**config.mk**
```make
export PLATFORM = sky130hd
export DESIGN_NAME = uart_ring_dma
export DESIGN_NICKNAME = d
export VERILOG_FILES = /design/src/rtl/uart_dma_pkg.sv /design/src/rtl/uart_dma_cfg.sv /design/src/rtl/uart_dma_ptrs.sv /design/src/rtl/uart_dma_ctrl.sv /design/src/rtl/uart_ring_dma.sv
export SDC_FILE = /design/constraint.sdc
export NUM_CORES = 1
export LEC_CHECK = 0
export ABC_CLOCK_PERIOD_IN_PS = 8000
export BUFFER_PORTS_ARGS = -buffer_cell sky130_fd_sc_hd__buf_2
export CAP_MARGIN = 15
export CORE_AREA = 5 5 176 178
export CTS_CLUSTER_SIZE = 25
export DETAILED_ROUTE_END_ITERATION = 10
export DIE_AREA = 0 0 181 183
export PLACE_DENSITY = 0.63
export SLEW_MARGIN = 15
export SYNTH_ARGS = -nofsm -noshare
export SYNTH_HDL_FRONTEND = slang
export SYNTH_SLANG_ARGS = --single-unit
```
**constraint.sdc**
```tcl
create_clock -name clk_i -period 8 [get_ports clk_i]
set_input_delay 1.6 -clock clk_i [delete_from_list [all_inputs] [get_ports clk_i]]
set_output_delay 1.6 -clock clk_i [all_outputs]
set_load 0.02 [all_outputs]
```
**src/rtl/uart_dma_pkg.sv**
```systemverilog
package uart_dma_pkg;
  localparam logic [7:0] A_FLAG   = 8'h00;
  localparam logic [7:0] A_IEN    = 8'h04;
  localparam logic [7:0] A_EN     = 8'h08;
  localparam logic [7:0] A_RST    = 8'h0C;
  localparam logic [7:0] A_STOP   = 8'h10;
  localparam logic [7:0] A_FLUSH  = 8'h14;
  localparam logic [7:0] A_BASE   = 8'h1C;
  localparam logic [7:0] A_THRE   = 8'h24;
  localparam logic [7:0] A_WPT    = 8'h28;
  localparam logic [7:0] A_RPT    = 8'h2C;
  localparam logic [7:0] A_LEN    = 8'h30;
  localparam logic [7:0] A_VALID  = 8'h3C;
  localparam logic [7:0] A_LEFT   = 8'h40;
  localparam logic [7:0] A_DBG    = 8'h50;
  localparam logic [7:0] A_HIADDR = 8'h54;

  localparam logic [1:0] FLAG_RX = 2'b11;
  localparam logic [1:0] FLAG_TX = 2'b01;

  typedef enum logic [1:0] {
    ST_IDLE  = 2'd0,
    ST_RUN   = 2'd1,
    ST_FLUSH = 2'd2,
    ST_STOP  = 2'd3
  } chan_state_e;
endpackage

```
**src/rtl/uart_dma_cfg.sv**
```systemverilog
module uart_dma_cfg #(
  parameter int OFF_W  = 16,
  parameter int BASE_W = 32
) (
  input  logic              clk_i,
  input  logic              rst_ni,
  input  logic              wr_base_i,
  input  logic              wr_len_i,
  input  logic              wr_thre_i,
  input  logic              wr_hi_i,
  input  logic [31:0]       wdata_i,
  output logic [BASE_W-1:0] base_o,
  output logic [OFF_W-1:0]  len_o,
  output logic [OFF_W-1:0]  thre_o,
  output logic              hi_o
);
  always_ff @(posedge clk_i or negedge rst_ni) begin
    if (!rst_ni) begin
      base_o <= '0;
      len_o  <= '0;
      thre_o <= '0;
      hi_o   <= 1'b0;
    end else begin
      if (wr_base_i) base_o <= wdata_i[BASE_W-1:0];
      if (wr_len_i)  len_o  <= wdata_i[OFF_W-1:0];
      if (wr_thre_i) thre_o <= wdata_i[OFF_W-1:0];
      if (wr_hi_i)   hi_o   <= wdata_i[0];
    end
  end
endmodule

```
**src/rtl/uart_dma_ptrs.sv**
```systemverilog
module uart_dma_ptrs #(
  parameter int OFF_W = 16
) (
  input  logic             clk_i,
  input  logic             rst_ni,
  input  logic             dir_rx_i,
  input  logic             clr_i,
  input  logic [1:0]       wr_i,      // [0] write ptr, [1] read ptr
  input  logic [OFF_W:0]   wdata_i,
  input  logic             adv_i,
  input  logic [OFF_W-1:0] len_i,
  output logic [OFF_W:0]   wpt_o,
  output logic [OFF_W:0]   rpt_o,
  output logic [OFF_W-1:0] valid_o,
  output logic [OFF_W-1:0] left_o
);
  localparam int PW = OFF_W + 1;

  function automatic logic [OFF_W:0] bump(input logic [OFF_W:0] p, input logic [OFF_W-1:0] l);
    logic [OFF_W:0] inc;
    inc = {1'b0, p[OFF_W-1:0]} + PW'(1);
    if (inc == {1'b0, l}) bump = {~p[OFF_W], {OFF_W{1'b0}}};
    else                  bump = {p[OFF_W], inc[OFF_W-1:0]};
  endfunction

  logic [1:0][OFF_W:0] ptr_all;

  // pointer 0 is hardware-owned in receive, pointer 1 in transmit
  for (genvar g = 0; g < 2; g++) begin : g_ptr
    logic           hw_own;
    logic [OFF_W:0] q;
    assign hw_own = (g == 0) ? dir_rx_i : !dir_rx_i;
    always_ff @(posedge clk_i or negedge rst_ni) begin
      if (!rst_ni)               q <= '0;
      else if (clr_i)            q <= '0;
      else if (wr_i[g])          q <= wdata_i;
      else if (adv_i && hw_own)  q <= bump(q, len_i);
    end
    assign ptr_all[g] = q;
  end

  assign wpt_o = ptr_all[0];
  assign rpt_o = ptr_all[1];

  logic [OFF_W-1:0] diff;
  assign diff    = wpt_o[OFF_W-1:0] - rpt_o[OFF_W-1:0];
  assign valid_o = (wpt_o[OFF_W] ^ rpt_o[OFF_W]) ? diff + len_i : diff;
  assign left_o  = len_i - valid_o;
endmodule

```
**src/rtl/uart_dma_ctrl.sv**
```systemverilog
module uart_dma_ctrl
  import uart_dma_pkg::*;
#(
  parameter int OFF_W = 16
) (
  input  logic             clk_i,
  input  logic             rst_ni,
  input  logic             dir_rx_i,
  input  logic             clr_i,
  input  logic             wr_flag_i,
  input  logic             wr_ien_i,
  input  logic             wr_en_i,
  input  logic             wr_stop_i,
  input  logic             wr_flush_i,
  input  logic [1:0]       wbits_i,
  input  logic [OFF_W-1:0] valid_i,
  input  logic [OFF_W-1:0] left_i,
  input  logic [OFF_W-1:0] thre_i,
  input  logic             tx_busy_i,
  input  logic             tx_ready_i,
  output logic             en_o,
  output logic [1:0]       ien_o,
  output logic [1:0]       flag_o,
  output logic             stop_o,
  output logic             flush_o,
  output chan_state_e      state_o
);
  logic hit_rx, hit_tx, drained, flush_done;

  assign hit_rx     = dir_rx_i  && (ien_o != 2'b00) && (valid_i >= thre_i);
  assign hit_tx     = !dir_rx_i && (ien_o != 2'b00) && (left_i  >= thre_i);
  // no transmit byte left hanging on the stream
  assign drained    = dir_rx_i || !tx_busy_i || tx_ready_i;
  assign flush_done = dir_rx_i || (valid_i == '0) || !en_o;

  always_ff @(posedge clk_i or negedge rst_ni) begin
    if (!rst_ni) begin
      en_o    <= 1'b0;
      ien_o   <= 2'b00;
      flag_o  <= 2'b00;
      stop_o  <= 1'b0;
      flush_o <= 1'b0;
    end else begin
      if (clr_i)                           en_o <= 1'b0;
      else if (wr_en_i)                    en_o <= wbits_i[0];
      else if (stop_o && en_o && drained)  en_o <= 1'b0;

      if (wr_ien_i)    ien_o <= wbits_i;
      else if (hit_tx) ien_o <= 2'b00;

      if (wr_flag_i)   flag_o <= 2'b00;
      else if (hit_rx) flag_o <= FLAG_RX;
      else if (hit_tx) flag_o <= FLAG_TX;

      if (clr_i)          stop_o <= 1'b0;
      else if (wr_stop_i) stop_o <= wbits_i[0];

      if (clr_i)                      flush_o <= 1'b0;
      else if (wr_flush_i)            flush_o <= wbits_i[0];
      else if (flush_o && flush_done) flush_o <= 1'b0;
    end
  end

  always_comb begin
    if (stop_o)       state_o = ST_STOP;
    else if (flush_o) state_o = ST_FLUSH;
    else if (en_o)    state_o = ST_RUN;
    else              state_o = ST_IDLE;
  end
endmodule

```
**src/rtl/uart_ring_dma.sv**
```systemverilog
module uart_ring_dma
  import uart_dma_pkg::*;
#(
  parameter int OFF_W  = 16,
  parameter int BASE_W = 32
) (
  input  logic              clk_i,
  input  logic              rst_ni,
  input  logic              dir_rx_i,
  input  logic              reg_we_i,
  input  logic [7:0]        reg_addr_i,
  input  logic [31:0]       reg_wdata_i,
  output logic [31:0]       reg_rdata_o,
  output logic              irq_o,
  output logic [BASE_W:0]   mem_addr_o,
  output logic              mem_we_o,
  output logic              mem_re_o,
  output logic [7:0]        mem_wdata_o,
  input  logic [7:0]        mem_rdata_i,
  output logic              tx_valid_o,
  input  logic              tx_ready_i,
  output logic [7:0]        tx_data_o,
  input  logic              rx_valid_i,
  output logic              rx_ready_o,
  input  logic [7:0]        rx_data_i
);
  localparam int AW = BASE_W + 1;

  logic wr_flag, wr_ien, wr_en, wr_rst, wr_stop, wr_flush;
  logic wr_base, wr_thre, wr_wpt, wr_rpt, wr_len, wr_hi, clr;

  assign wr_flag  = reg_we_i && (reg_addr_i == A_FLAG);
  assign wr_ien   = reg_we_i && (reg_addr_i == A_IEN);
  assign wr_en    = reg_we_i && (reg_addr_i == A_EN);
  assign wr_rst   = reg_we_i && (reg_addr_i == A_RST);
  assign wr_stop  = reg_we_i && (reg_addr_i == A_STOP);
  assign wr_flush = reg_we_i && (reg_addr_i == A_FLUSH);
  assign wr_base  = reg_we_i && (reg_addr_i == A_BASE);
  assign wr_thre  = reg_we_i && (reg_addr_i == A_THRE);
  assign wr_wpt   = reg_we_i && (reg_addr_i == A_WPT);
  assign wr_rpt   = reg_we_i && (reg_addr_i == A_RPT);
  assign wr_len   = reg_we_i && (reg_addr_i == A_LEN);
  assign wr_hi    = reg_we_i && (reg_addr_i == A_HIADDR);
  assign clr      = wr_rst && reg_wdata_i[0];

  logic [BASE_W-1:0] base_q;
  logic [OFF_W-1:0]  len_q, thre_q;
  logic              hi_q;

  uart_dma_cfg #(.OFF_W(OFF_W), .BASE_W(BASE_W)) u_cfg (
    .clk_i     (clk_i),
    .rst_ni    (rst_ni),
    .wr_base_i (wr_base),
    .wr_len_i  (wr_len),
    .wr_thre_i (wr_thre),
    .wr_hi_i   (wr_hi),
    .wdata_i   (reg_wdata_i),
    .base_o    (base_q),
    .len_o     (len_q),
    .thre_o    (thre_q),
    .hi_o      (hi_q)
  );

  logic [OFF_W:0]   wpt_q, rpt_q;
  logic [OFF_W-1:0] valid_sz, left_sz;
  logic             tx_fire, rx_fire;

  uart_dma_ptrs #(.OFF_W(OFF_W)) u_ptrs (
    .clk_i    (clk_i),
    .rst_ni   (rst_ni),
    .dir_rx_i (dir_rx_i),
    .clr_i    (clr),
    .wr_i     ({wr_rpt, wr_wpt}),
    .wdata_i  (reg_wdata_i[OFF_W:0]),
    .adv_i    (tx_fire || rx_fire),
    .len_i    (len_q),
    .wpt_o    (wpt_q),
    .rpt_o    (rpt_q),
    .valid_o  (valid_sz),
    .left_o   (left_sz)
  );

  logic        en_q, stop_q, flush_q;
  logic [1:0]  ien_q, flag_q;
  chan_state_e state;

  uart_dma_ctrl #(.OFF_W(OFF_W)) u_ctrl (
    .clk_i      (clk_i),
    .rst_ni     (rst_ni),
    .dir_rx_i   (dir_rx_i),
    .clr_i      (clr),
    .wr_flag_i  (wr_flag),
    .wr_ien_i   (wr_ien),
    .wr_en_i    (wr_en),
    .wr_stop_i  (wr_stop),
    .wr_flush_i (wr_flush),
    .wbits_i    (reg_wdata_i[1:0]),
    .valid_i    (valid_sz),
    .left_i     (left_sz),
    .thre_i     (thre_q),
    .tx_busy_i  (tx_valid_o),
    .tx_ready_i (tx_ready_i),
    .en_o       (en_q),
    .ien_o      (ien_q),
    .flag_o     (flag_q),
    .stop_o     (stop_q),
    .flush_o    (flush_q),
    .state_o    (state)
  );

  // byte datapath
  logic [OFF_W-1:0] act_off;
  assign act_off     = dir_rx_i ? wpt_q[OFF_W-1:0] : rpt_q[OFF_W-1:0];
  assign mem_addr_o  = {hi_q, base_q} + AW'(act_off);

  assign tx_valid_o  = !dir_rx_i && en_q && (valid_sz != '0);
  assign tx_data_o   = mem_rdata_i;
  assign mem_re_o    = tx_valid_o;
  assign tx_fire     = tx_valid_o && tx_ready_i;

  assign rx_ready_o  = dir_rx_i && en_q && !stop_q && (left_sz != '0);
  assign rx_fire     = rx_ready_o && rx_valid_i;
  assign mem_we_o    = rx_fire;
  assign mem_wdata_o = rx_data_i;

  assign irq_o = |flag_q;

  always_comb begin
    case (reg_addr_i)
      A_FLAG:   reg_rdata_o = 32'(flag_q);
      A_IEN:    reg_rdata_o = 32'(ien_q);
      A_EN:     reg_rdata_o = 32'(en_q);
      A_STOP:   reg_rdata_o = 32'(stop_q);
      A_FLUSH:  reg_rdata_o = 32'(flush_q);
      A_BASE:   reg_rdata_o = 32'(base_q);
      A_THRE:   reg_rdata_o = 32'(thre_q);
      A_WPT:    reg_rdata_o = 32'(wpt_q);
      A_RPT:    reg_rdata_o = 32'(rpt_q);
      A_LEN:    reg_rdata_o = 32'(len_q);
      A_VALID:  reg_rdata_o = 32'(valid_sz);
      A_LEFT:   reg_rdata_o = 32'(left_sz);
      A_DBG:    reg_rdata_o = 32'(state);
      A_HIADDR: reg_rdata_o = 32'(hi_q);
      default:  reg_rdata_o = 32'h0;
    endcase
  end
endmodule

```
==> results_dict.tcl <==
set metrics [dict create \
    synth_area_per_cell_um2 8.178 \
    synthTopCellsByArea "dfrtp_1 (23%), ha_1 (9.8%), mux2_2 (6.8%), xnor2_1 (5.9%), a21oi_1 (4.1%)" \
    io_buffers 115 \
    final-hold-violation-count 0 \
    antenna_found_initial 2 \
    postSynthCellCount 1399 \
    yosys.area.top_type "dfrtp_1" \
    path_max_fanout 5 \
    startpoint "u_ptrs.rpt_o[3]" \
    track_usage_pct 23.73 \
    cp-end-kind "output port" \
    place_hpwl_um 31780 \
    die_height_um 183 \
    async_reset_ff_share_pct 100.0 \
    grt_max_degree 59 \
    overflow 0 \
    routedWlPerCell_um 21.73 \
    clkTransAtPathRegs_ns 0.08 \
    rsz0062_at_grt "true" \
    max_slew_margin_pct 23.05 \
    power.density_nw_per_um2 188.3 \
    cts-root-buf "clkbuf_16" \
    syn_area_um2 11440 \
    worstHoldPathType "reg2reg" \
    timing.rr.start "u_ptrs.rpt_o[3]" \
    seq_power_share_pct 25.8 \
    drt-total-wl_um 40940 \
    syn2layout_area_growth_pct 13.08 \
    yosysWarnings 0 \
    p_int_mw 1.356 \
    ys_seq_area_share_pct 23.18 \
    path_buf_inv 4 \
    nFillCells 2888 \
    timing.final.crit_share_pct 96.50 \
    period_minus_slack_ns 7.720 \
    fmax_ghz 0.1295 \
    leakage_nw 6.063 \
    status "finished clean" \
    fin_nets 1645 \
    finalSetupViolCount 0 \
    max_stage_delay_ns 0.44 \
    routabilityCongestion 0.9589 \
    cts_buffers 9 \
    numClockSinks 106 \
    comb_power_share_pct 55.6 \
    die_x_um 181 \
    ctsHtreeMaxLevel 3 \
    clock_skew_ns 0.01037 \
    core_um2 29240 \
    drive_above_1_share_pct 20.23 \
    cp-start-kind "flip-flop" \
    ant_nets 0 \
    cts_tree "yes" \
    die_area_um2 33120 \
    io_pins 148 \
    ys_ff_latch 106 \
    synthFlopType "dfrtp_1" \
    cap_violations 0 \
    synth.distinct_cells 84 \
    crit_type "reg2out" \
    grt_pass1_wl_um 63030 \
    crit_required_ns 6.40 \
    crit_arrival_ns 6.12 \
    slew_viol_final 0 \
    hold_slack_ns 0.5079 \
    num_rows 63 \
    tightest_slew_ns 1.145 \
    vias 11260 \
    critical-path-slowest-cell "or4_1" \
    clockPowerShare_pct 18.6 \
    syn_nets 1555 \
    hold_path.startpoint "u_cfg.thre_o[1]" \
    first_pass_iters 7 \
    drcViolationCount 0 \
    utilization_pct 44.24 \
    via_per_inst 5.975 \
    cpLargestDelayFamily "compound AO/OA/AOI/OAI gates" \
    vdd_drop_max_mv 0.09074 \
    p_switching_mw 1.080 \
    clockBufferDepth 2 \
    synth_edf_count 0 \
    drt_iter0_drc 1049 \
    netlist.area_leader.share_pct 23.18 \
    initial_core_util_pct 39.12 \
    swShare_pct 44.32 \
    grt_pass1_vias 10990 \
    clock_latency_ns 0.37 \
]
flip-flops by register name, indices dropped and copies added, names as in the netlist, 2 cells and up:
| signal | flops |
|---|---|
| u_ctrl.flag_o | 2 |
| u_cfg.base_o | 32 |
| u_ctrl.ien_o | 2 |
| u_ptrs.rpt_o | 17 |
| u_cfg.thre_o | 16 |
| u_ptrs.wpt_o | 17 |
| u_cfg.len_o | 16 |
cells by family (layout without fill, tap and decap cells):
| kind of cell | count (synthesis) | after routing | synth area share [%] |
|---|---|---|---|
| xor+xnor | 119 | 119 | 9.175 |
| buf+inv | 177 | 271 | 6.573 |
| flops | 106 | 106 | 23.18 |
| compound gates | 370 | 370 | 21.89 |
| simple gates | 437 | 437 | 19.48 |
| other cells | 0 | 1 | 0 |
| mux | 94 | 94 | 8.979 |
| fa+ha+maj | 96 | 96 | 10.72 |
synth_stat cells, types with 16 or more instances:
cell,instances
clkbuf_1,54
nor2_1,94
ha_1,90
mux2i_1,25
nand2b_1,16
a21o_1,29
a22oi_1,19
and3_1,37
buf_4,17
mux2_2,69
a21oi_1,93
dfrtp_1,106
o21ai_0,76
nand2_1,108
nor3_1,32
nand4_1,16
inv_1,91
xnor2_1,77
nand3_1,46
xor2_1,41
placed cells by master, fill, tap and decap left out, types with 46 or more instances in the layout:
cell	Yosys	layout
mux2_2	69	69
ha_1	90	87
nand2_1	108	108
a21oi_1	93	90
nor2_1	94	93
nand3_1	46	46
dfrtp_1	106	105
buf_4	17	50
o21ai_0	76	71
xnor2_1	77	76
buf_2	7	113
inv_1	91	88
area by class of cell:
| class | count | area [um2] | area share (%) |
|---|---|---|---|
| sequential | 106 | 2654 | 20.51 |
| tap | 390 | 488.0 | 3.772 |
| antenna | 1 | 2.502 | 0.01934 |
| inverter | 92 | 345.3 | 2.669 |
| clock inverter | 5 | 48.80 | 0.3772 |
| multi-input combinational | 1116 | 8212 | 63.47 |
| timing repair buffer | 164 | 948.4 | 7.331 |
| clock buffer | 10 | 239.0 | 1.847 |
power groups by stage:
stage,logic (mW),registers (mW),clock network (mW)
6_report,1.35,0.627,0.454
5_1_grt,1.51,0.632,0.478
4_1_cts,1.30,0.625,0.461
3_5_place_dp,1.29,0.636,0
3_3_place_gp,1.27,0.634,0
2_1_floorplan,0.955,0.616,0
stage by stage:
step | TNS (ns) | power (mW) | cell area, um2 | instances | worst slack [ns]
after floorplan | 0 | 1.571 | 11440 | 1399 | 0.4863
after global placement | 0 | 1.903 | 12460 | 1861 | 0.03622
after detailed placement | 0 | 1.925 | 12460 | 1861 | 0.02278
after CTS | 0 | 2.389 | 12760 | 1877 | 0.05664
after global routing | -0.1807 | 2.615 | 12930 | 1883 | -0.06318
final | 0 | 2.436 | 12940 | 1884 | 0.2800
final timing paths:
kind | to | slack, ns | depth (start not counted)
min | u_cfg.thre_o[1] | 0.51 | 1
max in group asynchronous | u_ptrs.wpt_o[5] | 5.48 | 2
min reg2reg | u_cfg.thre_o[1] | 0.51 | 1
max | reg_rdata_o[15] | 0.28 | 28
max reg2reg | u_ctrl.flag_o[0] | 0.93 | 37
min in group asynchronous | u_cfg.base_o[1] | 1.26 | 1
timing repair:
item | 4_1_cts | 5_1_grt
pin swaps | 0 | 10
setup endpoints to repair | 3 | 6
hold buffers | 0 | 0
buffers inserted | 1 | 6
gates resized for setup | 2 | 33
metal layers:
| metal | track usage [%] | wire (um) | vias to the layer above |
|---|---|---|---|
| met5 | 0 | 0 | - |
| met4 | 7.835 | 1275 | 0 |
| li1 | - | - | 5260 |
| met1 | 31.77 | 17270 | 5351 |
| met2 | 38.37 | 18330 | 560 |
| met3 | 5.177 | 4058 | 85 |
Power figures use the tool's default switching activity.
